--- config.mk ---
export PLATFORM = sky130hd
export DESIGN_NAME = can_init_ctrl
export DESIGN_NICKNAME = d
export VERILOG_FILES = /design/src/rtl/can_init_pkg.sv /design/src/rtl/can_init_ctlreg.sv /design/src/rtl/can_idle_detect.sv /design/src/rtl/can_msg_gate.sv /design/src/rtl/can_init_ctrl.sv
export SDC_FILE = /design/constraint.sdc
export NUM_CORES = 1
export LEC_CHECK = 0
export BUFFER_PORTS_ARGS = -buffer_cell sky130_fd_sc_hd__buf_2
export CAP_MARGIN = 15
export CORE_MARGIN = 2
export CORE_UTILIZATION = 35
export CTS_CLUSTER_DIAMETER = 50
export DETAILED_ROUTE_END_ITERATION = 6
export SETUP_SLACK_MARGIN = 0.5
export SYNTH_ARGS = -nofsm -noshare
export SYNTH_HDL_FRONTEND = slang
export SYNTH_SLANG_ARGS = --single-unit
--- constraint.sdc ---
create_clock -name clk -period 1.87 [get_ports clk]
set_input_delay 0.0935 -clock clk [delete_from_list [all_inputs] [get_ports clk]]
set_output_delay 0.0935 -clock clk [all_outputs]
set_load 0.05 [all_outputs]
--- src/rtl/can_init_pkg.sv ---
// Package: shared register addresses and defaults for the CAN init controller.
// Assumes a 2-bit word address space local to this block.
package can_init_pkg;

    typedef enum logic [1:0] {
        RA_CTRL    = 2'd0,  // bit0 init, bit1 cce
        RA_TIMING  = 2'd1,  // bit timing value, guarded by cce
        RA_VALID   = 2'd2,  // one valid bit per message object
        RA_FLAGCLR = 2'd3   // bit0 clears new-data, bit1 clears remote-pending
    } reg_addr_e;

    localparam int CTRL_INIT_BIT = 0;
    localparam int CTRL_CCE_BIT  = 1;
    localparam int CLR_NEWDAT_BIT = 0;
    localparam int CLR_RMTPND_BIT = 1;

endpackage

--- src/rtl/can_init_ctlreg.sv ---
// Module: control and bit-timing registers.
// Holds the init and configuration-enable flags and the bit-timing value.
// Assumes busoff_i is a pulse from the error logic; bus-off overrides a
// simultaneous CPU clear of init. Timing writes are checked against the
// registered cce value, so enabling and writing take two separate writes.
module can_init_ctlreg
    import can_init_pkg::*;
#(
    parameter int             DATA_W      = 16,
    parameter logic [DATA_W-1:0] BTR_DEFAULT = 16'h2301
) (
    input  logic              clk,
    input  logic              rst_n,
    input  logic              wr_i,
    input  logic [1:0]        addr_i,
    input  logic [DATA_W-1:0] wdata_i,
    input  logic              busoff_i,
    output logic              init_o,
    output logic              cce_o,
    output logic [DATA_W-1:0] btr_o
);

    logic              init_q;
    logic              cce_q;
    logic [DATA_W-1:0] btr_q;
    logic              ctrl_wr;
    logic              tim_wr;

    // Purpose: decode the write strobes for this register group.
    always_comb begin
        ctrl_wr = wr_i && (addr_i == RA_CTRL);
        tim_wr  = wr_i && (addr_i == RA_TIMING) && cce_q;
    end

    // Purpose: init flag, bus-off has priority over a CPU write.
    always_ff @(posedge clk) begin
        if (!rst_n) begin
            init_q <= 1'b1;
        end else if (busoff_i) begin
            init_q <= 1'b1;
        end else if (ctrl_wr) begin
            init_q <= wdata_i[CTRL_INIT_BIT];
        end
    end

    // Purpose: configuration-enable flag, written only by the CPU.
    always_ff @(posedge clk) begin
        if (!rst_n) begin
            cce_q <= 1'b0;
        end else if (ctrl_wr) begin
            cce_q <= wdata_i[CTRL_CCE_BIT];
        end
    end

    // Purpose: bit-timing register, writable only while cce is set.
    always_ff @(posedge clk) begin
        if (!rst_n) begin
            btr_q <= BTR_DEFAULT;
        end else if (tim_wr) begin
            btr_q <= wdata_i;
        end
    end

    assign init_o = init_q;
    assign cce_o  = cce_q;
    assign btr_o  = btr_q;

endmodule

--- src/rtl/can_idle_detect.sv ---
// Module: bus-idle detector for integration after initialization.
// Counts consecutive recessive samples on bit strobes while init is low;
// declares the bus usable after IDLE_BITS of them. Once usable, stays
// usable until init returns. Assumes bit_strobe_i is a one-cycle pulse.
module can_idle_detect #(
    parameter int IDLE_BITS = 11,
    parameter int CNT_W     = $clog2(IDLE_BITS + 1)
) (
    input  logic             clk,
    input  logic             rst_n,
    input  logic             init_i,
    input  logic             strobe_i,
    input  logic             rx_i,
    output logic [CNT_W-1:0] cnt_o,
    output logic             active_o
);

    localparam logic [CNT_W-1:0] CNT_MAX  = CNT_W'(IDLE_BITS);
    localparam logic [CNT_W-1:0] CNT_LAST = CNT_W'(IDLE_BITS - 1);

    logic [CNT_W-1:0] cnt_q;
    logic             active_q;

    // Purpose: saturating recessive-run counter and the integration flag.
    always_ff @(posedge clk) begin
        if (!rst_n) begin
            cnt_q    <= '0;
            active_q <= 1'b0;
        end else if (init_i) begin
            cnt_q    <= '0;
            active_q <= 1'b0;
        end else if (strobe_i) begin
            if (rx_i) begin
                if (cnt_q != CNT_MAX) begin
                    cnt_q <= cnt_q + 1'b1;
                end
                if (cnt_q == CNT_LAST) begin
                    active_q <= 1'b1;
                end
            end else begin
                cnt_q <= '0;
            end
        end
    end

    assign cnt_o    = cnt_q;
    assign active_o = active_q & ~init_i;

endmodule

--- src/rtl/can_msg_gate.sv ---
// Module: message object valid bits, last-object flags and transfer grant.
// Valid bits are writable at any time. The last object's flags are forced
// clear while init is high. A grant needs an open bus and a valid object.
module can_msg_gate
    import can_init_pkg::*;
#(
    parameter int DATA_W  = 16,
    parameter int NUM_OBJ = 15,
    parameter int OBJ_W   = (NUM_OBJ > 1) ? $clog2(NUM_OBJ) : 1
) (
    input  logic               clk,
    input  logic               rst_n,
    input  logic               wr_i,
    input  logic [1:0]         addr_i,
    input  logic [DATA_W-1:0]  wdata_i,
    input  logic               init_i,
    input  logic               active_i,
    input  logic               set_newdat_i,
    input  logic               set_rmtpnd_i,
    input  logic               req_vld_i,
    input  logic [OBJ_W-1:0]   req_obj_i,
    output logic [NUM_OBJ-1:0] valid_o,
    output logic               newdat_o,
    output logic               rmtpnd_o,
    output logic               grant_o
);

    localparam int PAD_N = 2 ** OBJ_W;

    logic [NUM_OBJ-1:0] valid_q;
    logic               newdat_q;
    logic               rmtpnd_q;
    logic               clr_wr;
    logic [PAD_N-1:0]   valid_pad;

    // Purpose: valid bits load on every write to their address.
    always_ff @(posedge clk) begin
        if (!rst_n) begin
            valid_q <= '0;
        end else if (wr_i && (addr_i == RA_VALID)) begin
            valid_q <= wdata_i[NUM_OBJ-1:0];
        end
    end

    assign clr_wr = wr_i && (addr_i == RA_FLAGCLR);

    // Purpose: last-object flags, held clear during initialization.
    always_ff @(posedge clk) begin
        if (!rst_n || init_i) begin
            newdat_q <= 1'b0;
            rmtpnd_q <= 1'b0;
        end else begin
            if (set_newdat_i) begin
                newdat_q <= 1'b1;
            end else if (clr_wr && wdata_i[CLR_NEWDAT_BIT]) begin
                newdat_q <= 1'b0;
            end
            if (set_rmtpnd_i) begin
                rmtpnd_q <= 1'b1;
            end else if (clr_wr && wdata_i[CLR_RMTPND_BIT]) begin
                rmtpnd_q <= 1'b0;
            end
        end
    end

    // Purpose: pad the valid vector so any request index selects safely.
    always_comb begin
        valid_pad = '0;
        valid_pad[NUM_OBJ-1:0] = valid_q;
    end

    assign valid_o  = valid_q;
    assign newdat_o = newdat_q & ~init_i;
    assign rmtpnd_o = rmtpnd_q & ~init_i;
    assign grant_o  = active_i & req_vld_i & valid_pad[req_obj_i];

endmodule

--- src/rtl/can_init_ctrl.sv ---
// Module: top of the CAN initialization and bus-integration controller.
// Ties the register group, the idle detector and the message gate together
// and shapes the transmit line. Assumes one CPU write per cycle and
// samples from the bit timing logic delivered with a one-cycle strobe.
module can_init_ctrl
    import can_init_pkg::*;
#(
    parameter int                DATA_W      = 16,
    parameter int                NUM_OBJ     = 15,
    parameter int                IDLE_BITS   = 11,
    parameter logic [DATA_W-1:0] BTR_DEFAULT = 16'h2301,
    localparam int               OBJ_W       = (NUM_OBJ > 1) ? $clog2(NUM_OBJ) : 1,
    localparam int               CNT_W       = $clog2(IDLE_BITS + 1)
) (
    input  logic               clk,
    input  logic               rst_n,
    input  logic               cpu_wr_i,
    input  logic [1:0]         cpu_addr_i,
    input  logic [DATA_W-1:0]  cpu_wdata_i,
    input  logic               busoff_i,
    input  logic               bit_strobe_i,
    input  logic               rx_bit_i,
    input  logic               core_tx_i,
    input  logic               set_newdat_i,
    input  logic               set_rmtpnd_i,
    input  logic               req_vld_i,
    input  logic [OBJ_W-1:0]   req_obj_i,
    output logic               init_o,
    output logic               cce_o,
    output logic [DATA_W-1:0]  btr_o,
    output logic               bus_active_o,
    output logic [CNT_W-1:0]   idle_cnt_o,
    output logic               tx_o,
    output logic               xfer_en_o,
    output logic               grant_o,
    output logic [NUM_OBJ-1:0] obj_valid_o,
    output logic               last_newdat_o,
    output logic               last_rmtpnd_o
);

    logic init_w;
    logic active_w;

    can_init_ctlreg #(
        .DATA_W     (DATA_W),
        .BTR_DEFAULT(BTR_DEFAULT)
    ) u_regs (
        .clk     (clk),
        .rst_n   (rst_n),
        .wr_i    (cpu_wr_i),
        .addr_i  (cpu_addr_i),
        .wdata_i (cpu_wdata_i),
        .busoff_i(busoff_i),
        .init_o  (init_w),
        .cce_o   (cce_o),
        .btr_o   (btr_o)
    );

    can_idle_detect #(
        .IDLE_BITS(IDLE_BITS),
        .CNT_W    (CNT_W)
    ) u_idle (
        .clk     (clk),
        .rst_n   (rst_n),
        .init_i  (init_w),
        .strobe_i(bit_strobe_i),
        .rx_i    (rx_bit_i),
        .cnt_o   (idle_cnt_o),
        .active_o(active_w)
    );

    can_msg_gate #(
        .DATA_W (DATA_W),
        .NUM_OBJ(NUM_OBJ),
        .OBJ_W  (OBJ_W)
    ) u_gate (
        .clk         (clk),
        .rst_n       (rst_n),
        .wr_i        (cpu_wr_i),
        .addr_i      (cpu_addr_i),
        .wdata_i     (cpu_wdata_i),
        .init_i      (init_w),
        .active_i    (active_w),
        .set_newdat_i(set_newdat_i),
        .set_rmtpnd_i(set_rmtpnd_i),
        .req_vld_i   (req_vld_i),
        .req_obj_i   (req_obj_i),
        .valid_o     (obj_valid_o),
        .newdat_o    (last_newdat_o),
        .rmtpnd_o    (last_rmtpnd_o),
        .grant_o     (grant_o)
    );

    // Purpose: recessive transmit line unless the bus has been joined.
    always_comb begin
        tx_o = (active_w && !init_w) ? core_tx_i : 1'b1;
    end

    assign init_o       = init_w;
    assign bus_active_o = active_w;
    assign xfer_en_o    = active_w;

endmodule

## Word-level counts from Yosys, hierarchy flattened

Cells that the tools add are included.

| storage, ports and cells | value |
|---|---|
| flip-flop bits (word level) | 40 |
| input port bits | 32 |
| output and inout bits | 43 |
| word-level logic and storage cells | 50 |

| operators by class | value |
|---|---|
| add/subtract/negate cells | 1 |
| magnitude comparators | 1 |
| eq/ne operators | 6 |
| muxes and demuxes | 9 |
| bitwise logic cells | 7 |
| reduce and logical (&&, ||, !) cells | 18 |

Operators with widths:

| operator | count |
|---|---|
| logical AND 1 bit | 8 |
| 2-to-1 mux 4 bit | 2 |
| 2-to-1 mux 1 bit | 6 |
| bitwise AND 1 bit | 5 |
| < comparator 4 x 5 -> 1 bit, second input constant | 1 |
| adder 4 x 1 -> 4 bit, second input constant | 1 |
| binary-select mux 1 bit (select 4 bit) | 1 |
| == test 2 bit, second input constant | 2 |
| == test 4 bit, second input constant | 1 |
| != test 4 bit, second input constant | 1 |
| nonzero test 2 bit | 2 |
| OR reduction 2 bit | 2 |
| AND reduction 3 bit | 1 |
| == test 2 x 1 -> 1 bit, second input constant | 1 |
| zero test 1 bit | 2 |
| zero test 2 bit | 1 |
| != test 2 x 1 -> 1 bit, second input constant | 1 |
| NOT 1 bit | 2 |
| AND reduction 2 bit | 1 |
| logical OR 1 bit | 1 |

## Logic depth before layout (Yosys ltp)

Gate-level depths: netlist of the first run.

| depth | value |
|---|---|
| depth after elaboration | 5 |
| depth in mapped cells | 6 |
| gate-level depth less buffers | 6 |

## Cells and area by module

From an unflattened synthesis of the first run, not the netlist that was laid out.

| unflattened totals | value |
|---|---|
| cells, all modules | 207 |
| area, all modules | 1863.0 um2 |

By module, submodules not included:

| module | instances | cells each | area an instance (um2) | sequential area each (um2) |
|---|---|---|---|---|
| can_msg_gate | 1 | 93 | 798.3 | 340.3 |
| can_init_ctlreg | 1 | 79 | 768.2 | 360.3 |
| can_idle_detect | 1 | 33 | 280.3 | 100.1 |
| can_init_ctrl | 1 | 2 | 16.3 | 0.0 |

## Worst setup path after synthesis of the first run

No wires, ideal clock.

| path | value |
|---|---|
| path type | register -> output |
| from | register u_regs.init_q, in the netlist u_regs.init_o |
| to | output grant_o |
| arrival | 2.822 ns |
| data required time | 1.776 ns |
| path slack | -1.045 ns |
| stages on the path, launching flop included | 4 |
| path buffers | 0 |
| cells stage by stage | dfxtp_1 nor2b_1 nand4b_1 o32ai_1 |

| on the way | value |
|---|---|
| cells in the longest elaborated chain, start to end | 4 |

RTL lines:

| item | line | source |
|---|---|---|
| start: declaration | can_init_ctlreg.sv:23 | `logic init_q;` |
| start signal: assignment | can_init_ctlreg.sv:42 | `init_q <= wdata_i[CTRL_INIT_BIT];` |
| NOT 1 bit | can_idle_detect.sv:47 | `assign active_o = active_q & ~init_i;` |
| bitwise AND 1 bit | can_idle_detect.sv:47 |  |
| net bus_active_o | can_init_ctrl.sv:31 | `output logic bus_active_o,` |
| bitwise AND 1 bit (2 in series) | can_msg_gate.sv:75 | `assign grant_o = active_i & req_vld_i & valid_pad[req_obj_i];` |
| end: declaration | can_init_ctrl.sv:35 | `output logic grant_o,` |

The timed path passes the listed nets, and every way through them passes these cells.

## Worst setup path in the final report of the first run

| path | value |
|---|---|
| from | register u_gate.valid_q[11], in the netlist u_gate.valid_o[11] |
| to | output grant_o |

| on the way | value |
|---|---|
| cells in the longest elaborated chain, start to end | 3 |

RTL lines:

| item | line | source |
|---|---|---|
| start: declaration | can_msg_gate.sv:30 | `logic [NUM_OBJ-1:0] valid_q;` |
| start signal: assignment | can_msg_gate.sv:41 | `valid_q <= wdata_i[NUM_OBJ-1:0];` |
| binary-select mux 1 bit (select 4 bit) | can_msg_gate.sv:75 |  |
| 2-to-1 mux 1 bit (not written as such) | can_msg_gate.sv:75 |  |
| bitwise AND 1 bit | can_msg_gate.sv:75 |  |

Every way passes these cells. The select of a mux whose other input is x is not followed.

==> flow_summary.toml, run 1 <==
[detailed_routing]
dr.max_layer_used = "met4"
drt_iter0_drc = 25
dr_wl_met3_um = 301
routed_wirelength_mm = 4.288
via_per_inst = 4.591
wl_per_cell_um = 12.25
drc = 0
wl_met1_mm = 2.159
ant_nets = 0
wl_met2_mm = 1.754
dr.pass1.iters = 4
routed-via-count = 1607

[timing]
post-route-period-util_pct = 84.28
max-slew-margin-rel_pct = 65.12
hold_violations = 0
worst_slew_pin_slew_ns = 0.5227
final_max_slew_viol_count = 0
rsz0062_at_grt = "yes"
fmax_mhz = 634.5
period_minus_slack_ns = 1.576
setup_viol = 0
finClkSkew_ns = 0.001112
fin_setup_tns_ns = 0

[logic_synthesis]
seq_area_frac_synth_pct = 45.91
synth.most_common_cell = "nand2_1"
synthTopCellsByArea = "dfxtp_1 46%, nand2_1 14%, a21boi_1 6.9%"
async_reset_ff_share_pct = 0
ys_ff_latch = 40
synth_nets = 241
syn_inst = 207
yosysTopAreaCell = "dfxtp_1"
synth_edf_count = 0
ys_warn_count = 0
synth_cell_types = 31
synth.avg_cell_area_um2 = 8.426
synth_area_um2 = 1744
synth_top_area_share_pct = 45.91
synth_common_cells = "67 x nand2_1, 40 x dfxtp_1, 16 x a21boi_1"
ys.flop_type = "dfxtp_1"

[setup_path]
critical_path_class = "flip-flop to output pin"
r2r-end = "u_idle.cnt_o[0]"
rr_worst_depth = 5
critPathArrivalTime_ns = 1.48
cp-end-kind = "output pin"
crit_path_start_kind = "flip-flop"
crit_fanout = 3
cp.required_ns = 1.78
r2r-start = "u_idle.cnt_o[0]"
r2r_setup_slack_ns = 0.63

[outcome]
outcome = "completed"

[placed_design]
place_area_um2 = 2188
io_buffers = 74
hpwl_mm = 3.277
gp_congestion = 0.7955

[floorplanning]
core_area_um2 = 4755
die-area_um2 = 5564
pin_count = 75
initial_utilization_pct = 36.68
rows = 25
die_w_um = 74.59
die_y_um = 74.59

[grt]
grt_pass1_wl_mm = 6.665
overflow = 0
grt_pass1_vias = 1409
grt_max_degree = 24
antenna_found_initial = 0
grt.total_usage_pct = 15.97

[layout]
final_cell_area_um2 = 2355
n_antenna_cell = 0
drive_above_1_share_pct = 37.81
syn2layout_area_growth_pct = 35.01
nets = 316

[hold_path]
min-delay-start = "set_newdat_i"
whs_path_depth = 3
holdCritPathClass = "input pin to flip-flop"
min_to = "u_gate.newdat_q"

[clocking]
cts_tree = "done"
cts_root_buffer = "clkbuf_8"
path_clk_slew_ns = 0.07
htreeDepth = 2
insertion_delay_ns = 0.29
clock-sinks = 40
cts_buffer_depth = 2
cts-buffers-inserted = 5

[power_and_ir_drop]
ir_worst_vdd_mv = 0.4065
powerDensity_nw_per_um2 = 753.6
p_leak_uw = 0.001025

[run]
max_cap_viol_count = 0
state kept, by name, summed over array words and instances, names as in the netlist:
name,count
u_gate.newdat_q,1
u_regs.cce_o,1
u_regs.btr_o,16
u_idle.active_q,1
u_gate.rmtpnd_q,1
u_regs.init_o,1
u_idle.cnt_o,4
u_gate.valid_o,15
through the flow:
step                      power (uW)  hold WS, ns  setup slack (ns)  cells  utilization [%]
after floorplan                 1007       0.1987            0.2467    207                -
after global placement          1082       0.2961            0.4798    340            46.03
after detailed placement        1082       0.3079            0.4500    340            46.03
after CTS                       1800    0.0005593            0.2765    349            49.29
after global routing            1864     0.006015            0.2324    350            49.53
final                           1775     0.007124            0.2940    350            49.53
layout make-up:
class	count	area [um2]
timing repair buffer	79	414.1
fill	483	2400
inverter	2	7.507
multi-input combinational	154	910.9
clock buffer	8	121.4
tap	67	83.83
sequential	40	817.0
routing by layer:
layer  GRT usage, %  vias up
li1               -      842
met1          22.89      711
met2          22.22       48
met3          4.878        6
met4          6.548        0
met5              0        -
cells by family after synthesis:
group,Yosys count,share of synthesized area (%)
DFF,40,45.91
buffers and inverters,13,4.376
AOI/OAI and AO/OA,37,15.28
adders and majority gates,2,1.434
and+or+nand+nor,107,26.97
muxes,8,6.026
timing repair:
| action | in CTS | in global routing |
|---|---|---|
| resized for setup | 10 | 3 |
| pin swaps | 0 | 1 |
| hold buffers | 0 | 0 |
| setup buffers | 1 | 1 |
| setup endpoints to repair | 1 | 3 |
placed cells by master (no fill, tap or decap), drive strengths merged, types with 3 or more instances in the layout:
master / n
nand2b: 3
nor2b: 8
nand3: 5
o21ai: 3
a21boi: 27
nand2: 67
nor2: 13
clkbuf: 8
mux2i: 6
dfxtp: 40
buf: 79
a21oi: 3
nand4: 3
power by group:
group	switching, uW	internal (uW)
registers	10.1	865
clock network	290	417
logic	121	72.2
total	421	1350
worst max-delay path by stage:
stage | startpoint | end | slack, ns | cells past startpoint
after global placement | req_obj_i[0] | grant_o | 0.48 | 5
after CTS | u_gate.valid_o[7] | grant_o | 0.28 | 4
after global routing | u_gate.valid_o[7] | grant_o | 0.23 | 4
final | u_gate.valid_o[11] | grant_o | 0.29 | 4
after floorplan | u_regs.init_o | grant_o | 0.25 | 3
after detailed placement | req_obj_i[0] | grant_o | 0.45 | 5
worst max-delay path: stages, from the launching register on:
cell     delay (ns)
dfxtp_1        0.33
mux4_2         0.50
nor2_4         0.11
o32ai_4        0.09
buf_6          0.16
Note: power is estimated with default switching activity, not from simulation.
==> inputs of run 2 (changes only) <==
clock period = 1.4 ns   (was 1.87 ns; I/O delays follow)
==> flow_summary.toml, run 2 (same netlist as run 1, synthesis figures left out) <==
[layout]
drive_above_1_share_pct = 61.67
final_common_cell = "nand2_1"
largest_register_ffs = 16
nets = 334
final_cell_area_um2 = 3062
n_antenna_cell = 0
syn2layout_area_growth_pct = 75.54
most-common-layout-cells = "51 x nand2_1, 34 x buf_6, 31 x buf_2, 27 x dfxtp_2, 21 x a21boi_1"

[grt]
grt.total_usage_pct = 18.54
grt_pass1_vias = 1624
overflow = 0
grt_max_degree = 17
grt_pass1_wl_mm = 7.734
antenna_found_initial = 0

[floorplanning]
die_w_um = 74.59
initial_utilization_pct = 36.68
die-area_um2 = 5564
core_area_um2 = 4755
die_y_um = 74.59
rows = 25
pin_count = 75

[setup_path]
crit_path_start_kind = "flip-flop"
crit_fanout = 3
critPathArrivalTime_ns = 1.52
cp-end-kind = "output pin"
cp.required_ns = 1.33
critical_path_class = "flip-flop to output pin"

[outcome]
outcome = "finished, violations left"
violations = "negative setup slack"

[detailed_routing]
via_per_inst = 4.768
routed_wirelength_mm = 5.321
wl_per_cell_um = 14.50
routed-via-count = 1750
dr.pass1.iters = 4
drt_iter0_drc = 67
drc = 0
ant_nets = 0

[timing]
worst_slew_pin_slew_ns = 0.2923
max-slew-margin-rel_pct = 80.47
rsz0062_at_grt = "yes"
final_max_slew_viol_count = 0
post-route-period-util_pct = 113.7
finClkSkew_ns = 0.002652
period_minus_slack_ns = 1.592
hold_violations = 0
hold_ws_ns = 0.01929
setup_viol = 1
fmax_mhz = 628.1
worst_slack_ns = -0.1921

[power_and_ir_drop]
p_leak_uw = 0.001209
ir_worst_vdd_mv = 0.5196
powerDensity_nw_per_um2 = 726.2

[clocking]
cts_root_buffer = "clkbuf_8"
cts_buffer_depth = 2
clock-sinks = 40
insertion_delay_ns = 0.29
htreeDepth = 2
path_clk_slew_ns = 0.07
cts_tree = "done"
cts-buffers-inserted = 5

[placed_design]
io_buffers = 74
gp_congestion = 0.7738
place_area_um2 = 2288
hpwl_mm = 3.350

[run]
max_cap_viol_count = 0

[hold_path]
holdCritPathClass = "input pin to flip-flop"
-- run 2: cell types whose count changed in the layout (fill, tap and decap cells not counted), sizes merged --
cell         before  now
clkbuf            8    6
buf              79   93
clkinv            0    1
nand3             5    6
dlygate4sd3       0    2
and3              2    3
-- run 2: layout make-up --
| type | instances | area (um2) |
|---|---|---|
| Clock buffer | 6 | 72.57 |
| Clock inverter | 1 | 5.005 |
| Fill cell | 409 | 1693 |
| Inverter | 2 | 7.507 |
| Multi-Input combinational cell | 156 | 1129 |
| Sequential cell | 40 | 868.3 |
| Tap cell | 67 | 83.83 |
| Timing Repair Buffer | 95 | 895.9 |
-- run 2: final timing paths --
check / slack (ns) / end / cells past startpoint / startpoint
worst max register to register: 0.26 / u_idle.cnt_o[0] / 5 / u_idle.cnt_o[1]
worst max-delay path: -0.19 / grant_o / 5 / u_gate.valid_o[0]
worst min-delay path: 0.02 / u_regs.btr_o[12] / 3 / cpu_wdata_i[12]
worst min register to register: 0.46 / u_regs.btr_o[1] / 2 / u_regs.btr_o[1]
-- run 2: through the flow --
stage	cells	total power (uW)	util (%)	worst slack [ns]	setup TNS, ns
2_1_floorplan	207	1342	-	-0.1998	-0.1998
3_3_place_gp	342	1449	48.13	0.04307	0
3_5_place_dp	342	1449	48.13	0.04292	0
4_1_cts	361	2216	60.21	-0.1661	-0.1661
5_1_grt	367	2309	64.39	-0.2534	-0.2534
6_report	367	2223	64.39	-0.1921	-0.1921
-- run 2: layer usage --
layer	share of wire (%)	GRT usage [%]	vias up
li1	-	-	880
met1	46	24.41	818
met2	48	29.60	46
met3	4.2	4.201	6
met4	1.3	7.341	0
met5	0	0	-
-- run 2: critical path, cell delays in order (launching register included) --
cell and delay (ns):
dfxtp_2 0.35, nor2b_1 0.22, a2111oi_2 0.06, buf_4 0.15, o32ai_4 0.26, buf_6 0.19
-- run 2: timing repair --
item                                    4_1_cts  5_1_grt
endpoints found under the setup margin       64       60
endpoints found under the hold margin         2        0
pin swaps                                    17       17
gates resized for setup                     121       54
gates cloned                                  1        1
hold buffers                                  2        0
setup buffers                                 9        5
-- run 2: power by group --
part	switching (uW)	internal [uW]
Clock	385	339
Sequential	18.2	1140
Combinational	191	147
Total	594	1630
